**config.mk**
```make
export PLATFORM = sky130hd
export DESIGN_NAME = pmic_chan_engine
export DESIGN_NICKNAME = d
export VERILOG_FILES = /design/src/rtl/pmic_chan_pkg.sv /design/src/rtl/pmic_chan_target.sv /design/src/rtl/pmic_chan_seq.sv /design/src/rtl/pmic_chan_hostif.sv /design/src/rtl/pmic_chan_engine.sv
export SDC_FILE = /design/constraint.sdc
export NUM_CORES = 2
export LEC_CHECK = 0
export BUFFER_PORTS_ARGS = -buffer_cell sky130_fd_sc_hd__clkbuf_2
export CAP_MARGIN = 20
export CORE_UTILIZATION = 25
export DETAILED_ROUTE_END_ITERATION = 10
export PLACE_DENSITY_LB_ADDON = 0.15
export SYNTH_ARGS = -nofsm -noshare
export SYNTH_HDL_FRONTEND = slang
export SYNTH_SLANG_ARGS = --single-unit
```
**constraint.sdc**
```tcl
create_clock -name clk -period 5.9 [get_ports clk]
set_input_delay 0.295 -clock clk [delete_from_list [all_inputs] [get_ports clk]]
set_output_delay 0.295 -clock clk [all_outputs]
set_load 0.005 [all_outputs]
```
**src/rtl/pmic_chan_pkg.sv**
```systemverilog
package pmic_chan_pkg;

    localparam int SID_W = 4;
    localparam int SID_N = 1 << SID_W;

    // host register byte offsets
    localparam logic [4:0] OFS_CMD = 5'h00;
    localparam logic [4:0] OFS_CFG = 5'h04;
    localparam logic [4:0] OFS_STS = 5'h08;
    localparam logic [4:0] OFS_WD0 = 5'h10;
    localparam logic [4:0] OFS_WD1 = 5'h14;
    localparam logic [4:0] OFS_RD0 = 5'h18;
    localparam logic [4:0] OFS_RD1 = 5'h1C;

    // opcode values
    localparam logic [4:0] OPC_XWRL = 5'd0;
    localparam logic [4:0] OPC_XRDL = 5'd1;
    localparam logic [4:0] OPC_XWR  = 5'd2;
    localparam logic [4:0] OPC_RST  = 5'd3;
    localparam logic [4:0] OPC_SLP  = 5'd4;
    localparam logic [4:0] OPC_SHD  = 5'd5;
    localparam logic [4:0] OPC_WAK  = 5'd6;
    localparam logic [4:0] OPC_XRD  = 5'd13;
    localparam logic [4:0] OPC_WR   = 5'd14;
    localparam logic [4:0] OPC_RD   = 5'd15;
    localparam logic [4:0] OPC_ZWR  = 5'd16;

    typedef enum logic [1:0] {K_WRITE, K_READ, K_CTRL, K_BAD} kind_e;
    typedef enum logic {S_IDLE, S_RUN} seq_state_e;

    typedef struct packed {
        logic [4:0]       op;
        logic [SID_W-1:0] sid;
        logic [15:0]      addr;
        logic [2:0]       cnt;
    } cmd_t;

    typedef struct packed {
        logic dropped;
        logic denied;
        logic failure;
        logic done;
    } sts_t;

    function automatic cmd_t unpack_cmd(input logic [31:0] w);
        cmd_t c;
        c.op   = w[31:27];
        c.sid  = w[23:20];
        c.addr = w[19:4];
        c.cnt  = w[2:0];
        return c;
    endfunction

    function automatic kind_e op_kind(input logic [4:0] op);
        kind_e k;
        case (op)
            OPC_XWRL, OPC_XWR, OPC_WR, OPC_ZWR:   k = K_WRITE;
            OPC_XRDL, OPC_XRD, OPC_RD:            k = K_READ;
            OPC_RST, OPC_SLP, OPC_SHD, OPC_WAK:   k = K_CTRL;
            default:                              k = K_BAD;
        endcase
        return k;
    endfunction

    function automatic logic [3:0] op_len(input logic [4:0] op, input logic [2:0] cnt);
        if (op == OPC_WR || op == OPC_RD || op == OPC_ZWR)
            return 4'd1;
        return {1'b0, cnt} + 4'd1;
    endfunction

endpackage

```
**src/rtl/pmic_chan_target.sv**
```systemverilog
module pmic_chan_target
    import pmic_chan_pkg::*;
#(
    parameter int               WIN     = 32,
    parameter logic [SID_N-1:0] PRESENT = 16'h00FF
) (
    input  logic                   clk,
    input  logic                   rst,
    input  logic [SID_W-1:0]       acc_sid,
    input  logic [$clog2(WIN)-1:0] acc_ofs,
    input  logic                   acc_we,
    input  logic [7:0]             acc_wbyte,
    output logic [7:0]             acc_rbyte,
    input  logic                   ctl_en,
    input  logic [4:0]             ctl_op,
    output logic                   q_present,
    output logic                   q_awake
);
    localparam int OFS_W = $clog2(WIN);

    logic [7:0]       rbyte_arr [SID_N];
    logic [SID_N-1:0] awake_arr;

    for (genvar s = 0; s < SID_N; s++) begin : g_slave
        if (PRESENT[s]) begin : g_on
            logic [7:0] regs [WIN];
            logic       awake;
            logic       sel;
            assign sel = (acc_sid == SID_W'(s));

            always_ff @(posedge clk) begin
                if (rst) begin
                    for (int w = 0; w < WIN; w++) regs[w] <= '0;
                    awake <= 1'b1;
                end else begin
                    if (acc_we && sel)
                        regs[acc_ofs] <= acc_wbyte;
                    if (ctl_en && sel) begin
                        case (ctl_op)
                            OPC_RST: begin
                                for (int w = 0; w < WIN; w++) regs[w] <= '0;
                                awake <= 1'b1;
                            end
                            OPC_SLP, OPC_SHD: awake <= 1'b0;
                            OPC_WAK:          awake <= 1'b1;
                            default:          awake <= awake;
                        endcase
                    end
                end
            end
            assign rbyte_arr[s] = regs[acc_ofs];
            assign awake_arr[s] = awake;
        end else begin : g_off
            assign rbyte_arr[s] = 8'h00;
            assign awake_arr[s] = 1'b0;
        end
    end

    assign acc_rbyte = rbyte_arr[acc_sid];
    assign q_present = PRESENT[acc_sid];
    assign q_awake   = awake_arr[acc_sid];

    AST_ACC_CTL_EXCL: assert property (@(posedge clk) disable iff (rst)
        !(acc_we && ctl_en));
    AST_NO_ABSENT_WRITE: assert property (@(posedge clk) disable iff (rst)
        (acc_we || ctl_en) |-> PRESENT[acc_sid]);
    AST_NO_SLEEP_WRITE: assert property (@(posedge clk) disable iff (rst)
        acc_we |-> q_awake);

    logic unused_ofs_w;
    assign unused_ofs_w = (OFS_W > 0);
endmodule

```
**src/rtl/pmic_chan_seq.sv**
```systemverilog
module pmic_chan_seq
    import pmic_chan_pkg::*;
#(
    parameter int WIN = 32
) (
    input  logic                   clk,
    input  logic                   rst,
    input  logic                   go,
    input  logic [31:0]            cmd_word,
    input  logic [31:0]            wd0,
    input  logic [31:0]            wd1,
    input  logic                   cfg_en,
    input  logic                   q_present,
    input  logic                   q_awake,
    input  logic [7:0]             acc_rbyte,
    output sts_t                   sts,
    output logic [31:0]            rd0,
    output logic [31:0]            rd1,
    output logic [SID_W-1:0]       acc_sid,
    output logic [$clog2(WIN)-1:0] acc_ofs,
    output logic                   acc_we,
    output logic [7:0]             acc_wbyte,
    output logic                   ctl_en,
    output logic [4:0]             ctl_op
);
    localparam int OFS_W = $clog2(WIN);

    seq_state_e  state;
    cmd_t        cur;
    logic [63:0] wbuf;
    logic [63:0] rbuf;
    logic [63:0] rnext;
    logic [3:0]  idx;
    logic [3:0]  len;
    kind_e       kind;
    sts_t        sts_n;
    logic        run, is_zero, rej, fail, ctl, xfer, last;

    assign kind    = op_kind(cur.op);
    assign len     = op_len(cur.op, cur.cnt);
    assign is_zero = (cur.op == OPC_ZWR);
    assign run     = (state == S_RUN);
    assign rej     = run && (!cfg_en || kind == K_BAD);
    assign fail    = run && !rej && (!q_present || (kind != K_CTRL && !q_awake));
    assign ctl     = run && !rej && !fail && (kind == K_CTRL);
    assign xfer    = run && !rej && !fail && (kind == K_WRITE || kind == K_READ);
    assign last    = xfer && (idx == len - 4'd1);

    assign acc_sid   = cur.sid;
    assign acc_ofs   = is_zero ? '0 : cur.addr[OFS_W-1:0] + OFS_W'(idx);
    assign acc_we    = xfer && (kind == K_WRITE);
    assign acc_wbyte = is_zero ? {1'b0, wbuf[6:0]} : wbuf[{idx[2:0], 3'b000} +: 8];
    assign ctl_en    = ctl;
    assign ctl_op    = cur.op;

    always_comb begin
        rnext = rbuf;
        if (kind == K_READ)
            rnext[{idx[2:0], 3'b000} +: 8] = acc_rbyte;
    end

    always_comb begin
        sts_n = sts;
        if (rej) begin
            sts_n.done   = 1'b1;
            sts_n.denied = 1'b1;
        end else if (fail) begin
            sts_n.done    = 1'b1;
            sts_n.failure = 1'b1;
        end else if (ctl || last) begin
            sts_n.done = 1'b1;
        end
        if (go) begin
            if (run) sts_n.dropped = 1'b1;
            else     sts_n = '0;
        end
    end

    always_ff @(posedge clk) begin
        if (rst) begin
            state <= S_IDLE;
            cur   <= '0;
            wbuf  <= '0;
            rbuf  <= '0;
            idx   <= '0;
            sts   <= '0;
            rd0   <= '0;
            rd1   <= '0;
        end else begin
            sts <= sts_n;
            if (xfer) begin
                idx  <= idx + 4'd1;
                rbuf <= rnext;
            end
            if (rej || fail || ctl || last)
                state <= S_IDLE;
            if (last && kind == K_READ) begin
                rd0 <= rnext[31:0];
                rd1 <= rnext[63:32];
            end
            if (go && !run) begin
                state <= S_RUN;
                cur   <= unpack_cmd(cmd_word);
                wbuf  <= {wd1, wd0};
                rbuf  <= '0;
                idx   <= '0;
            end
        end
    end

    AST_ERR_NEEDS_DONE: assert property (@(posedge clk) disable iff (rst)
        (sts.failure || sts.denied) |-> sts.done);
    AST_CLEAR_ON_ACCEPT: assert property (@(posedge clk) disable iff (rst)
        (go && state == S_IDLE) |=> (sts == sts_t'(4'b0000) && state == S_RUN));
    AST_DROP_DISCARDS: assert property (@(posedge clk) disable iff (rst)
        (go && state == S_RUN) |=> (sts.dropped && $stable(cur) && $stable(wbuf)));
    AST_RD_HOLD_IDLE: assert property (@(posedge clk) disable iff (rst)
        (state == S_IDLE) |=> ($stable(rd0) && $stable(rd1)));
    AST_IDX_IN_RANGE: assert property (@(posedge clk) disable iff (rst)
        xfer |-> (idx < len));
    AST_SHORT_ONE_BYTE: assert property (@(posedge clk) disable iff (rst)
        (xfer && (cur.op == OPC_WR || cur.op == OPC_RD)) |-> (idx == 4'd0));
endmodule

```
**src/rtl/pmic_chan_hostif.sv**
```systemverilog
module pmic_chan_hostif
    import pmic_chan_pkg::*;
(
    input  logic        clk,
    input  logic        rst,
    input  logic        bus_we,
    input  logic [4:0]  bus_addr,
    input  logic [31:0] bus_wdata,
    output logic [31:0] bus_rdata,
    input  sts_t        sts,
    input  logic [31:0] rd0,
    input  logic [31:0] rd1,
    output logic        go,
    output logic [31:0] cmd_word,
    output logic [31:0] wd0,
    output logic [31:0] wd1,
    output logic        cfg_en
);
    assign go       = bus_we && (bus_addr == OFS_CMD);
    assign cmd_word = bus_wdata;

    always_ff @(posedge clk) begin
        if (rst) begin
            wd0    <= '0;
            wd1    <= '0;
            cfg_en <= 1'b1;
        end else if (bus_we) begin
            case (bus_addr)
                OFS_WD0: wd0    <= bus_wdata;
                OFS_WD1: wd1    <= bus_wdata;
                OFS_CFG: cfg_en <= bus_wdata[0];
                default: ;
            endcase
        end
    end

    always_comb begin
        case (bus_addr)
            OFS_CFG: bus_rdata = {31'b0, cfg_en};
            OFS_STS: bus_rdata = {28'b0, sts};
            OFS_WD0: bus_rdata = wd0;
            OFS_WD1: bus_rdata = wd1;
            OFS_RD0: bus_rdata = rd0;
            OFS_RD1: bus_rdata = rd1;
            default: bus_rdata = '0;
        endcase
    end

    AST_CFG_WRITE_ONLY: assert property (@(posedge clk) disable iff (rst)
        !(bus_we && bus_addr == OFS_CFG) |=> $stable(cfg_en));
endmodule

```
**src/rtl/pmic_chan_engine.sv**
```systemverilog
module pmic_chan_engine
    import pmic_chan_pkg::*;
#(
    parameter int               WIN     = 32,
    parameter logic [SID_N-1:0] PRESENT = 16'h00FF
) (
    input  logic        clk,
    input  logic        rst,
    input  logic        bus_we,
    input  logic [4:0]  bus_addr,
    input  logic [31:0] bus_wdata,
    output logic [31:0] bus_rdata
);
    localparam int OFS_W = $clog2(WIN);

    sts_t             sts;
    logic [31:0]      rd0, rd1, wd0, wd1, cmd_word;
    logic             go, cfg_en;
    logic [SID_W-1:0] acc_sid;
    logic [OFS_W-1:0] acc_ofs;
    logic             acc_we, ctl_en, q_present, q_awake;
    logic [7:0]       acc_wbyte, acc_rbyte;
    logic [4:0]       ctl_op;

    pmic_chan_hostif u_host (
        .clk(clk), .rst(rst), .bus_we(bus_we), .bus_addr(bus_addr),
        .bus_wdata(bus_wdata), .bus_rdata(bus_rdata), .sts(sts),
        .rd0(rd0), .rd1(rd1), .go(go), .cmd_word(cmd_word),
        .wd0(wd0), .wd1(wd1), .cfg_en(cfg_en)
    );

    pmic_chan_seq #(.WIN(WIN)) u_seq (
        .clk(clk), .rst(rst), .go(go), .cmd_word(cmd_word),
        .wd0(wd0), .wd1(wd1), .cfg_en(cfg_en), .q_present(q_present),
        .q_awake(q_awake), .acc_rbyte(acc_rbyte), .sts(sts),
        .rd0(rd0), .rd1(rd1), .acc_sid(acc_sid), .acc_ofs(acc_ofs),
        .acc_we(acc_we), .acc_wbyte(acc_wbyte), .ctl_en(ctl_en), .ctl_op(ctl_op)
    );

    pmic_chan_target #(.WIN(WIN), .PRESENT(PRESENT)) u_tgt (
        .clk(clk), .rst(rst), .acc_sid(acc_sid), .acc_ofs(acc_ofs),
        .acc_we(acc_we), .acc_wbyte(acc_wbyte), .acc_rbyte(acc_rbyte),
        .ctl_en(ctl_en), .ctl_op(ctl_op), .q_present(q_present), .q_awake(q_awake)
    );
endmodule

```
Word-level counts from Yosys, hierarchy flattened
Memories as Yosys holds them, arrays and structs flattened. A register that Yosys moved wholly into a read port is not among the register bits. Cells that the tools add are included.

Output and inout bits: 32. Input bits: 40. Logic and storage cells: 758. Flip-flop bits (word level): 291. Memories: 10. RAM bits: 2048. Bits in read-only memories: 80.

Reduce and logical (&&, ||, !) cells: 70. Order comparisons: 2. Add/subtract/negate cells: 5. Shift-type cells: 3. Muxes and demuxes: 361. Bitwise logic cells: 257. Eq/ne operators: 25.

Memory list: u_tgt.g_slave[0].g_on.regs (depth 32, width 8, rd ports 1, clocked after memory_dff 0, wr ports 32, RTL line pmic_chan_target.sv:26) `logic [7:0] regs [WIN];`; u_tgt.g_slave[1].g_on.regs (depth 32, width 8, rd ports 1, clocked after memory_dff 0, wr ports 32, RTL line pmic_chan_target.sv:26); u_tgt.g_slave[2].g_on.regs (depth 32, width 8, rd ports 1, clocked after memory_dff 0, wr ports 32, RTL line pmic_chan_target.sv:26); u_tgt.g_slave[3].g_on.regs (depth 32, width 8, rd ports 1, clocked after memory_dff 0, wr ports 32, RTL line pmic_chan_target.sv:26); u_tgt.g_slave[4].g_on.regs (depth 32, width 8, rd ports 1, clocked after memory_dff 0, wr ports 32, RTL line pmic_chan_target.sv:26); u_tgt.g_slave[5].g_on.regs (depth 32, width 8, rd ports 1, clocked after memory_dff 0, wr ports 32, RTL line pmic_chan_target.sv:26); +4 memories.

Operators by type and width (count): 8-bit two-way mux (267); 1-bit OR (256); 32-bit case mux with 6 select lines (1); 1-bit two-way mux (71); 64-bit bitwise mux (1); 64-bit two-way mux (1); 8-bit OR reduction (8); 8-bit by 8-bit variable shift with 64-bit output (first input constant) (1); 64-bit by 7-bit variable part select with 8-bit output (1); 8-bit by 8-bit variable part select with 64-bit output (1); 5-bit two-way mux (11); 8-bit binary-select mux with 4-bit select (1); 1-bit logical AND (28); 5-bit == test (second input constant) (5); 2-bit AND reduction (11); 5-bit by 3-bit == test with 1-bit output (second input constant) (4); 4-bit by 3-bit == test with 1-bit output (second input constant) (4); 4-bit two-way mux (4); 5-bit by 4-bit == test with 1-bit output (second input constant) (3); 1-bit logical OR (9); 4-bit by 2-bit == test with 1-bit output (second input constant) (2); 6-bit negation with 8-bit output (1); 1-bit logical NOT (6); 3-bit two-way mux (2); other kinds (20) (24).

Longest topological paths before layout
Word-level depth: 16. Mapped depth: 19. Depth with buffers taken out: 13.

Cells and area by module
Synthesis repeated with hierarchy kept, for this count alone.

Cell total of the unflattened synthesis: 8125. Area total of the unflattened synthesis: 104577.8 um2.

Modules (own cells, without submodules): pmic_chan_target (sequential area each 61659.1 um2, cells an instance 6622, area each 90843.4 um2, instances 1); pmic_chan_seq (sequential area each 4404.2 um2, cells an instance 1093, area each 9753.1 um2, instances 1); pmic_chan_hostif (sequential area each 1301.2 um2, cells an instance 410, area each 3981.3 um2, instances 1).

Worst setup path before layout
No wires, ideal clock.

Path type: register to register. From: register u_seq.idx[1]. To: memory u_tgt.g_slave[2].g_on.regs[15][0] (enable). Buffers on the path: 2. Path slack: 1.878 ns. Arrival time: 3.638 ns. Required time: 5.516 ns. Cell stages (with the launch flop): 10. Path through: dfxtp_1 > clkinv_1 > fa_1 > xnor2_2 > o21ai_2 > nor3_1 > clkbuf_1 > nand3_1 > clkbuf_1 > o21ai_0.

RTL lines: from (decl) (RTL line pmic_chan_seq.sv:33) `logic [3:0] idx;`; from (signal assigned) (RTL line pmic_chan_seq.sv:92) `idx <= idx + 4'd1;`; to (decl) (RTL line pmic_chan_target.sv:26).

Worst setup path after layout
From: register u_seq.idx[1]. To: register u_seq.rd1[27].

Cells in the longest elaborated chain, start to end: 9.

Ends and longest elaborated chain: 5-bit by 4-bit adder with 5-bit output (RTL line pmic_chan_seq.sv:50) `assign acc_ofs = is_zero ? '0 : cur.addr[OFS_W-1:0] + OFS_W'(idx);`; 5-bit two-way mux (RTL line pmic_chan_seq.sv:50); memory read 32 x 8 bit; 8-bit binary-select mux with 4-bit select (RTL line pmic_chan_target.sv:59) `assign acc_rbyte = rbyte_arr[acc_sid];`; 8-bit two-way mux (implied by the code) (2 in a row) (RTL line pmic_chan_target.sv:59); 8-bit by 8-bit variable part select with 64-bit output (RTL line pmic_chan_seq.sv:59) `rnext[{idx[2:0], 3'b000} +: 8] = acc_rbyte;`; 64-bit bitwise mux (RTL line pmic_chan_seq.sv:59); 64-bit two-way mux (RTL line pmic_chan_seq.sv:58) `if (kind == K_READ)`; to (signal assigned) (RTL line pmic_chan_seq.sv:99) `rd1 <= rnext[63:32];`; to (decl) (RTL line pmic_chan_seq.sv:18) `output logic [31:0] rd1,`.

Several ways; a longest one is shown, not always the timed one. The select of a mux whose other input is x is not followed. A chain may end at the register's enable or synchronous reset.

==> results.rst <==
.. list-table::
   :header-rows: 1

   * - Metric
     - Value
   * - Outcome
     - finished clean
   * - Highest clock rate
     - 0.173 GHz
   * - End point of the worst hold path
     - u_seq.rd0[19]
   * - Number of distinct library cells after synthesis
     - 98
   * - Critical Path Fanout Max
     - 16
   * - Setup WS post-layout
     - 0.118 ns
   * - Max transition margin
     - 14.4%
   * - Chip Width
     - 661 µm
   * - CTS tree
     - done
   * - Hold path depth
     - 3
   * - Total Routing Usage GR
     - 21.9%
   * - Final setup skew
     - 0.0765 ns
   * - Setup Slack @ Placement
     - -0.00452 ns
   * - Fin area
     - 126000 µm²
   * - Most used routing layer in global routing
     - met2
   * - # clock sinks
     - 2342
   * - Max IR drop VDD
     - 0.232 mV
   * - Number of enable-type register cells in the synthesized netlist
     - 2048
   * - Final-report hold violation count
     - 0
   * - Met1 demand-to-capacity share in global routing
     - 29.0%
   * - Layout cell share with drive strength beyond 1
     - 13.0%
   * - Reg clk slew, reported paths
     - 0.06 ns
   * - Final setup vio count
     - 0
   * - Die height
     - 661 µm
   * - Reg2Reg Setup Slack
     - 0.12 ns
   * - RSZ-0062 raised after global routing
     - false
   * - DRC marker count from the first detailed-route iteration
     - 10400
   * - YS warnings
     - 0
   * - Sequential standard cell area
     - 67400 µm²
   * - Combined area of the multi-input logic cells
     - 37400 µm²
   * - Measured slew at the worst slew-check pin
     - 1.25 ns
   * - Layout Nets
     - 9984
   * - Maximum number of pins on one net before global-route repair
     - 105
   * - Total power density per cell area
     - 302 nW/µm²
   * - First-pass GRT wire length
     - 676000 µm
   * - R2r startpoint
     - u_seq.idx[1]
   * - CTS H-Tree Depth
     - 5
   * - Final Util
     - 29.3%
   * - TritonCTS Buffers
     - 290
   * - Synthesized cell area
     - 108000 µm²
   * - Global-route track usage on met2
     - 34.8%
   * - Final Cycle Share
     - 98.0%
   * - Net count of the mapped netlist
     - 10000
   * - Via count of the first global-routing pass
     - 81200
   * - Clock tree root driver cell
     - sky130_fd_sc_hd__clkbuf_16
   * - Drt pass-1 iters
     - 6
   * - Number of nets still failing antenna checks after routing
     - 0
   * - Top cell type by total area after synthesis
     - sky130_fd_sc_hd__edfxtp_1
   * - Hold path startpoint
     - rst
   * - Number of slew-limit violations in the final report
     - 0
   * - Arrival time worst endpoint
     - 6.51 ns
   * - Area growth from synthesis to layout
     - 16.6%
   * - Fillcell total
     - 44400
   * - Initial antenna violation count
     - 29
   * - Site Rows
     - 241
   * - Grt total ovfl
     - 0
   * - Residual DRC
     - 0
   * - Clock Tree Buf Depth
     - 4
   * - Mean cell area of the mapped netlist
     - 10.8 µm²
   * - Initial cell density of the core
     - 25.2%
   * - Met3 Track Usage GR
     - 3.74%
   * - Post-synthesis register bit count
     - 2342
   * - Std-Cell Core Area
     - 431000 µm²
   * - Yosys top cell area share
     - 56.7%
   * - Via density
     - 5.34
   * - Cell count of the worst reg-to-reg path
     - 12
   * - Setup Crit Path Kind
     - register to register
   * - Gate Count Post-Synth
     - 9999
   * - Die area
     - 436000 µm²
   * - Detailed placement HPWL
     - 320000 µm
   * - RD Place Congestion
     - 0.879
   * - Post-synthesis sequential area ratio
     - 62.1%
   * - Clock period minus final worst setup slack
     - 5.78 ns
   * - Via Count
     - 84800
   * - Final routed wire length divided by cell count
     - 31.1 µm
   * - Hold crit path type
     - input port to register
   * - Kind of capture point of the worst setup path
     - register
   * - Required time worst endpoint
     - 6.63 ns
   * - Most instantiated flip-flop cell in the synthesis netlist
     - sky130_fd_sc_hd__edfxtp_1
   * - Standard cell area after detailed placement
     - 117000 µm²
   * - Proportion of synthesized flip-flops having asynchronous set or reset
     - 0%
   * - Number of ports placed on the die boundary
     - 72
   * - Clock insertion delay at the later pin of the skew report
     - 0.97 ns
   * - Dominant cells by area after synthesis
     - sky130_fd_sc_hd__edfxtp_1 57%, sky130_fd_sc_hd__nor2_1 8.3%, sky130_fd_sc_hd__dfxtp_1 5.4%, sky130_fd_sc_hd__nand2_1 3.9%, sky130_fd_sc_hd__a21oi_1 2.6%
   * - Destination of the worst register-to-register timing path
     - u_seq.rd1[27]
   * - Static leakage power
     - 0.0406 µW
   * - Max Cap Violations
     - 0
   * - Port Buffers
     - 71
   * - Launching element type of the critical path
     - register
   * - Total Wirelength
     - 494000 µm
-- layer usage --
layer  routed length (µm)  vias up
met4                25600        8
met5                   57        -
li1                     -    36400
met3                37900      880
met2               225000     4031
met1               205000    43500
-- cell usage after synthesis, drive strengths merged, types with 114 or more instances --
cell type,instances
dfxtp,294
nor2,2413
a21oi,555
nand3b,129
clkbuf,516
o221ai,194
edfxtp,2048
mux2,245
a22oi,114
o21ai,288
mux2i,252
buf,382
nand2,1135
o22ai,141
-- timing repair --
item / in CTS / in global routing
pin swaps: 1 / 0
endpoints found under the hold margin: 86 / 0
setup buffers: 3 / 0
hold buffers: 36 / 0
resized for setup: 0 / 1
setup endpoints to repair: 5 / 5
-- layout make-up --
cell class | instances | area share [%]
clock inverters | 138 | 1.04
inverters | 72 | 0.228
well taps | 5710 | 5.65
repair buffers | 541 | 3.91
multi-input cells | 6687 | 29.6
clock buffers | 380 | 6.25
diodes | 22 | 0.0435
flip-flops and latches | 2342 | 53.3
-- report_power, final --
part           switching [µW]  internal [µW]
Sequential                182          18400
Combinational            1240            449
Clock                    7470          10400
Total                    8890          29300
-- cell families after synthesis --
family,share of synthesized area [%]
buffers and inverters,3.81
XOR/XNOR,0.168
AO/OA/AOI/OAI,13.2
AND/OR/NAND/NOR,15.4
adder cells (fa/ha/maj),0.122
multiplexers,5.18
flip-flops,62.1
-- layout by cell type (no fill, tap or decap), types with 69 or more instances in the layout --
cell                        count
sky130_fd_sc_hd__a211oi_1      97
sky130_fd_sc_hd__a21oi_1      544
sky130_fd_sc_hd__a22oi_1      114
sky130_fd_sc_hd__a31oi_1       90
sky130_fd_sc_hd__buf_12        78
sky130_fd_sc_hd__buf_4        354
sky130_fd_sc_hd__clkbuf_1      69
sky130_fd_sc_hd__clkbuf_16    300
sky130_fd_sc_hd__clkbuf_2      70
sky130_fd_sc_hd__dfxtp_1      292
sky130_fd_sc_hd__edfxtp_1    2048
sky130_fd_sc_hd__mux2_2       245
sky130_fd_sc_hd__mux2i_1      252
sky130_fd_sc_hd__nand2_1     1129
sky130_fd_sc_hd__nand3b_1     129
sky130_fd_sc_hd__nor2_1      2369
sky130_fd_sc_hd__o211ai_1      83
sky130_fd_sc_hd__o21ai_0      275
sky130_fd_sc_hd__o221ai_1     190
sky130_fd_sc_hd__o22ai_1      141
sky130_fd_sc_hd__o2bb2ai_1     98
-- critical path, cell delays in order, from the launching register on --
cell                        delay [ns]
sky130_fd_sc_hd__dfxtp_1          0.33
sky130_fd_sc_hd__clkinv_1         0.34
sky130_fd_sc_hd__fa_4             0.68
sky130_fd_sc_hd__nor2b_1          0.23
sky130_fd_sc_hd__a21oi_1          0.16
sky130_fd_sc_hd__or4_2            0.93
sky130_fd_sc_hd__a2111oi_0        0.80
sky130_fd_sc_hd__a211oi_1         0.09
sky130_fd_sc_hd__a31oi_1          0.80
sky130_fd_sc_hd__nor4_1           0.13
sky130_fd_sc_hd__a31oi_2          0.49
sky130_fd_sc_hd__buf_4            0.37
sky130_fd_sc_hd__o221ai_1         0.16
-- flip-flops by register name, summed over array words and instances (netlist names), 5 cells and up --
register,cells
u_seq.wbuf,64
u_tgt.g_slave.g_on.awake,8
u_host.wd1,32
u_seq.ctl_op,5
u_seq.rd0,32
u_seq.rbuf,64
u_seq.cur,8
u_host.wd0,32
u_tgt.g_slave.g_on.regs,2048
u_seq.rd1,32
-- per-stage QoR --
stage               power (µW)  std cells  setup TNS [ns]  hold WS (ns)
floorplan                19800       9999               0         0.413
global placement         20600      15300        -0.00249         0.439
detailed placement       20600      15300        -0.00452         0.443
CTS                      38400      15900               0        0.0310
global route             39100      15900               0        0.0816
finish                   38100      15900               0         0.108
-- how the worst max path moves through the flow --
stage / from / to / cells past startpoint
2_1_floorplan: u_seq.idx[1] / u_tgt.g_slave[2].g_on.regs[15][0] / 9
5_1_grt: u_seq.idx[1] / u_seq.rd0[14] / 15
6_report: u_seq.idx[1] / u_seq.rd1[27] / 12
3_3_place_gp: u_seq.idx[1] / u_seq.rd0[17] / 13
4_1_cts: u_seq.idx[1] / u_seq.rd1[19] / 14
3_5_place_dp: u_seq.idx[1] / u_seq.rd0[17] / 13
No activity file was read; power rests on OpenSTA's default activity.
